## src/rtl/wdt_prescaled.sv

```systemverilog
module wdt_prescaled #(
  parameter int BASE_W = 8,
  parameter int PSC_W  = 8,
  parameter int SEL_W  = $clog2(PSC_W)
) (
  input  logic             clk,
  input  logic             por_n,
  input  logic             wd_tick,
  input  logic             tmr_tick,
  input  logic             cfg_wd_en,
  input  logic             psc_to_wd,
  input  logic [SEL_W-1:0] psc_ratio,
  input  logic             clr_wd,
  input  logic             sleep_enter,
  input  logic             asleep,
  output logic             rst_req,
  output logic             wake_req,
  output logic             to_n,
  output logic             tmr_pulse
);

  logic [BASE_W-1:0] base_q;
  logic [PSC_W-1:0]  psc_q;
  logic [PSC_W-1:0]  tap_mask;
  logic              clr, base_ovf, psc_step, psc_hit, timeout;

  assign clr      = clr_wd | sleep_enter;
  assign base_ovf = cfg_wd_en & wd_tick & (&base_q);
  assign tap_mask = (PSC_W'(1) << psc_ratio) - PSC_W'(1);
  assign psc_step = psc_to_wd ? base_ovf : tmr_tick;
  assign psc_hit  = psc_step & ((psc_q & tap_mask) == tap_mask);
  assign timeout  = ~clr & (psc_to_wd ? psc_hit : base_ovf);

  always_ff @(posedge clk or negedge por_n)
    if (!por_n)                  base_q <= '0;
    else if (clr)                base_q <= '0;
    else if (cfg_wd_en && wd_tick) base_q <= base_q + BASE_W'(1);

  always_ff @(posedge clk or negedge por_n)
    if (!por_n)                  psc_q <= '0;
    else if (clr && psc_to_wd)   psc_q <= '0;
    else if (psc_step)           psc_q <= psc_q + PSC_W'(1);

  always_ff @(posedge clk or negedge por_n)
    if (!por_n) begin
      rst_req   <= 1'b0;
      wake_req  <= 1'b0;
      to_n      <= 1'b1;
      tmr_pulse <= 1'b0;
    end else begin
      rst_req   <= timeout & ~asleep;
      wake_req  <= timeout & asleep;
      tmr_pulse <= psc_to_wd ? tmr_tick : psc_hit;
      if (clr)          to_n <= 1'b1;
      else if (timeout) to_n <= 1'b0;
    end

  p_reset_awake_r2: assert property (@(posedge clk) disable iff (!por_n)
    rst_req |-> !$past(asleep));
  p_wake_asleep_r3: assert property (@(posedge clk) disable iff (!por_n)
    wake_req |-> $past(asleep));
  p_one_outcome_r2: assert property (@(posedge clk) disable iff (!por_n)
    !(rst_req && wake_req));
  p_disabled_r4: assert property (@(posedge clk) disable iff (!por_n)
    !$past(cfg_wd_en) |-> !(rst_req || wake_req));
  p_clear_wins_r7: assert property (@(posedge clk) disable iff (!por_n)
    (clr_wd || sleep_enter) |=> !(rst_req || wake_req) && to_n);
  p_psc_zeroed_r7: assert property (@(posedge clk) disable iff (!por_n)
    ((clr_wd || sleep_enter) && psc_to_wd) |=> (psc_q == '0));
  p_flag_falls_r9: assert property (@(posedge clk) disable iff (!por_n)
    $fell(to_n) |-> (rst_req || wake_req));
  p_tmr_source_r10: assert property (@(posedge clk) disable iff (!por_n)
    tmr_pulse |-> $past(tmr_tick));

endmodule

```

## config.mk

```make
export PLATFORM = sky130hd
export DESIGN_NAME = wdt_prescaled
export DESIGN_NICKNAME = d
export VERILOG_FILES = /design/src/rtl/wdt_prescaled.sv
export SDC_FILE = /design/constraint.sdc
export NUM_CORES = 1
export LEC_CHECK = 0
export BUFFER_PORTS_ARGS = -buffer_cell sky130_fd_sc_hd__buf_2
export CORE_AREA = 3 3 47 49
export CTS_CLUSTER_DIAMETER = 200
export CTS_CLUSTER_SIZE = 8
export DETAILED_ROUTE_END_ITERATION = 10
export DIE_AREA = 0 0 50 52
export MAX_ROUTING_LAYER = met4
export PLACE_DENSITY = 0.83
export SYNTH_ARGS = -nofsm -noshare
export SYNTH_HDL_FRONTEND = slang
export SYNTH_SLANG_ARGS = --single-unit
```

## constraint.sdc

```tcl
create_clock -name clk -period 2.1 [get_ports clk]
set_input_delay 0.42 -clock clk [delete_from_list [all_inputs] [get_ports clk]]
set_output_delay 0.42 -clock clk [all_outputs]
set_load 0.01 [all_outputs]
```

==> results of run 1 <==
metal layers:
layer / GRT usage, % / routed length [um] / share of wire, % / vias to the layer above
met2: 25.9 / 926 / 52 / 15
met3: 5.16 / 75 / 4.2 / 2
met4: 4.15 / 6 / 0.34 / 0
met1: 18.5 / 762 / 43 / 356
met5: - / 0 / 0 / -
li1: - / - / - / 374
registers in the layout, summed over array words and instances (netlist names):
| register | flops |
|---|---|
| rst_req | 1 |
| tmr_pulse | 1 |
| base_q | 8 |
| wake_req | 1 |
| psc_q | 7 |
| to_n | 1 |
power groups by stage:
stage | clock network [mW] | logic, mW | registers [mW]
after global routing | 0.205 | 0.0992 | 0.411
after CTS | 0.191 | 0.0879 | 0.406
after floorplan | 0 | 0.0548 | 0.407
after global placement | 0 | 0.0810 | 0.412
final | 0.188 | 0.0868 | 0.406
after detailed placement | 0 | 0.0876 | 0.413
cell usage after synthesis:
| library cell | instances | area [um^2] |
|---|---|---|
| a21boi_0 | 2 | 15.0 |
| a21oi_1 | 2 | 10.0 |
| a311oi_4 | 1 | 26.3 |
| a31oi_1 | 1 | 6.26 |
| and2_1 | 5 | 31.3 |
| and4_2 | 1 | 10.0 |
| and4_4 | 1 | 11.3 |
| buf_2 | 1 | 5.00 |
| clkbuf_1 | 1 | 3.75 |
| dfrtp_1 | 18 | 450 |
| dfstp_2 | 1 | 26.3 |
| ha_1 | 2 | 25.0 |
| inv_1 | 2 | 7.51 |
| nand2_1 | 8 | 30.0 |
| nand2b_1 | 2 | 12.5 |
| nand3_1 | 6 | 30.0 |
| nand4_1 | 3 | 18.8 |
| nor2_1 | 15 | 56.3 |
| nor2b_1 | 2 | 12.5 |
| nor3_1 | 2 | 10.0 |
| nor3b_1 | 1 | 7.51 |
| nor4_1 | 1 | 6.26 |
| o21ai_0 | 2 | 10.0 |
| o21ai_1 | 2 | 10.0 |
| o31ai_1 | 1 | 7.51 |
| o31ai_2 | 1 | 12.5 |
| o32a_1 | 1 | 10.0 |
| or2_1 | 1 | 6.26 |
| or2_4 | 1 | 8.76 |
| or3_1 | 1 | 6.26 |
| xnor2_1 | 5 | 43.8 |
| xor2_1 | 6 | 52.6 |
critical path: stages (launching register included):
cell and delay (ns):
dfrtp_1 0.43, ha_1 0.22, and4_2 0.23, a311oi_4 0.37, or2_1 0.23, o21ai_1 0.10, o31ai_2 0.06
logic make-up after synthesis:
group,share of synthesized area [%]
AOI/OAI and AO/OA,11.0
xor gates and xnor gates,9.83
adders and majority gates,2.55
buffers and inverters,1.66
DFF,48.7
and+or+nand+nor,26.3
worst paths after layout:
kind	from	endpoint	cells after the start
setup / recovery	base_q[0]	psc_q[3]	6
hold / removal	por_n	psc_q[3]	1
setup reg to reg	base_q[0]	psc_q[3]	6
hold reg to reg	to_n	to_n	2
max in group asynchronous	por_n	to_n	1
min in group clk	asleep	rst_req	2
final cells by class:
class	count	area share (%)
clock buffer	4	2.38
inverter	2	0.679
multi-input combinational	76	44.0
sequential	19	43.1
tap	27	3.05
timing repair buffer	15	6.79
==> impl_metrics.ini, run 1 <==
[outcome]
status = completed

[layout]
final_common_cell = dfrtp_1
syn_to_final_growth_pct = 12.9
antenna_cells = 0
utilization_pct = 58.2
fin_nets = 131
multi_input_area_um2 = 487
fillCellCount = 168
layout.area.seq_um2 = 477
design_area_um2 = 1110
drive_gt1_share_pct = 20.7
layoutNonFillerInstCount = 143
layout_common_cells = 18 x dfrtp_1, 15 x nor2_1, 15 x buf_2

[drt]
drc = 0
drt_wl_total_um = 1770
drt_iter0_markers = 16
drt-vias-per-instance = 5.22
wire_per_inst_um = 12.4
ant_nets = 0
vias = 747
dr.pass1.iters = 4

[grt]
grt_max_degree = 20
grt_antenna_before_repair = 0
grt_first_pass_wirelength_um = 3000
grt.overflow.total = 0
grt_pass1_vias = 723
track_usage_pct = 15.7

[power_and_ir_drop]
peakVddDrop_v = 0.000478
pwr_density_cell_nw_per_um2 = 615
p_comb_share_pct = 12.7
seqPwrFrac_pct = 59.7
p_int_mw = 0.495
p_sw_mw = 0.186
power_mw = 0.681
p_sw_share_pct = 27.3
pwr-share-clk_pct = 27.6
cellLeakagePower_nw = 0.490

[cts]
cts_setup_buffers = 0
worstSkewPairLatency_ns = 0.30
cts_buffer_depth = 2
ctsHoldBuffers = 0
cts_sinks = 19
clk_pin_slew_worst_paths_ns = 0.11
cts_root_buffer = clkbuf_4
cts_resized = 0
h-tree-depth = 1
cts_tree = built
numCtsBuffers = 3

[sta]
setup_viol = 0
setup_ws_ns = 0.374
period_needed_ns = 1.73
setup_tns_ns = 0
slew_headroom_pct = 72.4
tightest_slew_ns = 0.415
drv_slew = 0
post-route-period-util_pct = 82.2
rsz0062_at_grt = no
hold_viol = 0
fin_hold_ws_ns = 0.0320
fin_skew_ns = 0.00453
fmax_ghz = 0.579

[die]
die_x_um = 50
io_pins = 16
start_util_pct = 51.5
dieArea_um2 = 2600
num_rows = 16
core_um2 = 1900
die_h_um = 52

[synthesis]
syn-mean-instance-area_um2 = 9.90
synthesis.instances = 99
ys_types = 32
synth_seq_cells = 19
ys_seq_area_share_pct = 48.7
netlist_area_um2 = 980
ys_warn_count = 0
synth_nets = 113

[run]
cap_violations = 0

[setup_path]
worst_setup_path_end_kind = register
crit_type = register to register
crit_arrival_ns = 1.95
r2r_slack_ns = 0.37
startpoint_type = register
critPathMaxFanout = 6
worstPathRequired_ns = 2.32

[placement]
placed_cells = 139
place.gp.congestion = 0.810
dp_slack_ns = 0.308
io_buffer_count = 15
place_area_um2 = 1080
post-dp-hpwl_um = 1320

[worst_hold_path]
min_path_type = input pin to async pin
(Power assumes the default switching activity.)
==> run 2, diff against run 1 <==
==> config.mk (replaced) <==
export PLATFORM = sky130hd
export DESIGN_NAME = wdt_prescaled
export DESIGN_NICKNAME = d
export VERILOG_FILES = /design/src/rtl/wdt_prescaled.sv
export SDC_FILE = /design/constraint.sdc
export NUM_CORES = 1
export LEC_CHECK = 0
export ABC_AREA = 1
export BUFFER_PORTS_ARGS = -buffer_cell sky130_fd_sc_hd__buf_2
export CORE_AREA = 3 3 48 50
export CTS_CLUSTER_DIAMETER = 200
export CTS_CLUSTER_SIZE = 8
export DETAILED_ROUTE_END_ITERATION = 10
export DIE_AREA = 0 0 51 53
export MAX_ROUTING_LAYER = met4
export PLACE_DENSITY = 0.82
export SYNTH_ARGS = -nofsm -noshare
export SYNTH_HDL_FRONTEND = slang
export SYNTH_SLANG_ARGS = --single-unit
==> constraint.sdc (replaced) <==
create_clock -name clk -period 1.6 [get_ports clk]
set_input_delay 0.32 -clock clk [delete_from_list [all_inputs] [get_ports clk]]
set_output_delay 0.32 -clock clk [all_outputs]
set_load 0.01 [all_outputs]
==> impl_metrics.ini, run 2 <==
[outcome]
status = completed

[layout]
largest_reg_flops = 8
fillCellCount = 163
layout_common_cells = 34 x nand2_1, 18 x dfrtp_1, 15 x buf_2
fin_nets = 164
final_common_cell = nand2_1
top_register = base_q
top_regs = base_q: 8 flops, psc_q: 7 flops
drive_gt1_share_pct = 20.1
syn_to_final_growth_pct = 15.0
utilization_pct = 59.7
antenna_cells = 0

[setup_path]
crit_type = register to register
critPathMaxFanout = 5
critPathSlowestCell = dfrtp_1
cpPeakStageDelay_ns = 0.41
path_delay_family = simple AND/OR/NAND/NOR gates
worstPathCellList = ha_1 > nand3_1 > nor2_1 > nand4_1 > nand3_2 > inv_2 > nand2_1 > nand2_1
startpoint_type = register
cpMostUsedCell = nand2_1
worstPathRequired_ns = 1.80
crit_buf_inv = 1
worst_setup_path_end_kind = register
crit_arrival_ns = 1.56

[synthesis]
ys_seq_area_share_pct = 47.3
netlist_area_um2 = 1010
yosys.area.top_type_share_pct = 44.7
synth_area_leader_cell = dfrtp_1
synth_nets = 143
synth.most_common_cell = nand2_1
syn-mean-instance-area_um2 = 7.81
async_reset_ff_share_pct = 100
ys_types = 22
yosys-top-cells-count = 34 x nand2_1, 18 x dfrtp_1, 13 x inv_1, 13 x nor2_1, 12 x nand3_1
synth_flop_cell = dfrtp_1
synth_edf_count = 0
synthesis.instances = 129
netlist_top_cells_area = dfrtp_1 45%, nand2_1 13%, nand3_1 6.0%, inv_1 4.8%, nor2_1 4.8%
ys_warn_count = 0
synth_seq_cells = 19

[grt]
track_usage_pct = 17.7
grt.overflow.total = 0
grt_pass1_vias = 842
grt_first_pass_wirelength_um = 3460
grt_max_degree = 20
grt_antenna_before_repair = 0

[placement]
post-dp-hpwl_um = 1470
dp_slack_ns = 0.256
io_buffer_count = 15
place.gp.congestion = 0.912

[die]
die_x_um = 51
start_util_pct = 51.9
dieArea_um2 = 2700
die_h_um = 53
io_pins = 16
num_rows = 16
core_um2 = 1940

[cts]
worstSkewPairLatency_ns = 0.31
cts_root_buffer = clkbuf_4
h-tree-depth = 1
numCtsBuffers = 3
cts_setup_buffers = 0
cts_sinks = 19
clk_pin_slew_worst_paths_ns = 0.12
cts_buffer_depth = 2
cts_resized = 0
cts_tree = built

[drt]
drt_wl_total_um = 1920
dr.pass1.iters = 4
drc = 0
wire_per_inst_um = 10.9
ant_nets = 0
drt_iter0_markers = 22
drt-vias-per-instance = 5.01
vias = 882

[sta]
setup_viol = 0
drv_slew = 0
fin_skew_ns = 0.0148
tightest_slew_ns = 0.422
fmax_ghz = 0.735
period_needed_ns = 1.36
setup_ws_ns = 0.240
setup_tns_ns = 0
hold_viol = 0
slew_headroom_pct = 71.9
rsz0062_at_grt = no
post-route-period-util_pct = 85.0

[power_and_ir_drop]
peakVddDrop_v = 0.000491
cellLeakagePower_nw = 0.611
pwr_density_cell_nw_per_um2 = 720

[run]
cap_violations = 0

[worst_hold_path]
min_path_type = input pin to register
run 2: routing by layer:
layer  part of all wire, %  track usage [%]
met2                    47             29.6
met1                    46             21.1
met3                   4.9             2.54
met5                     0                -
met4                   1.8             8.07
run 2: worst paths after layout:
path	from	end	slack (ns)	depth (start not counted)
worst max register to register	base_q[0]	psc_q[2]	0.24	8
worst max-delay path	base_q[0]	psc_q[2]	0.24	8
worst min register to register	base_q[6]	base_q[6]	0.50	1
max in group asynchronous	por_n	to_n	0.82	2
min in group asynchronous	por_n	psc_q[4]	0.46	2
worst min-delay path	asleep	rst_req	0.15	2
run 2: final cells by class:
| class | instances | area [um^2] | area share (%) |
|---|---|---|---|
| sequential | 19 | 477 | 41.1 |
| clock inverter | 1 | 7.51 | 0.648 |
| clock buffer | 3 | 22.5 | 1.94 |
| tap | 27 | 33.8 | 2.92 |
| inverter | 15 | 56.3 | 4.86 |
| multi-input combinational | 94 | 469 | 40.5 |
| timing repair buffer | 17 | 92.6 | 7.99 |
run 2: worst register-to-register path, cell delays in order (launching register included):
cell	delay (ns)
dfrtp_1	0.41
ha_1	0.20
nand3_1	0.11
nor2_1	0.10
nand4_1	0.13
nand3_2	0.14
inv_2	0.06
nand2_1	0.05
nand2_1	0.05
run 2: cell families (layout without fill, tap and decap cells):
group,after synthesis,after routing,synth area share [%]
flip-flops,19,19,47.3
buffers and inverters,16,36,6.09
AND/OR/NAND/NOR,72,72,32.3
XOR/XNOR,3,3,2.61
AO/OA/AOI/OAI,17,17,9.19
adder cells (fa/ha/maj),2,2,2.48
run 2: what timing repair did:
action | CTS | global route
hold buffers | 1 | 0
hold endpoints to repair | 18 | 0
endpoints found under the setup margin | 0 | 0
run 2: power by group:
part / switching (mW) / total (mW) / leakage [nW] / internal [mW]
Sequential: 0.00717 / 0.495 / 0.259 / 0.488
Clock: 0.160 / 0.255 / 0.0139 / 0.0954
Combinational: 0.0536 / 0.0837 / 0.338 / 0.0301
run 2: metrics by stage:
stage	area (um^2)	instances	hold WS, ns	total power [mW]
2_1_floorplan	1010	129	0.0244	0.548
3_3_place_gp	1120	171	0.273	0.584
3_5_place_dp	1120	171	0.279	0.587
4_1_cts	1160	176	0.152	0.837
5_1_grt	1160	176	0.154	0.872
6_report	1160	176	0.150	0.834
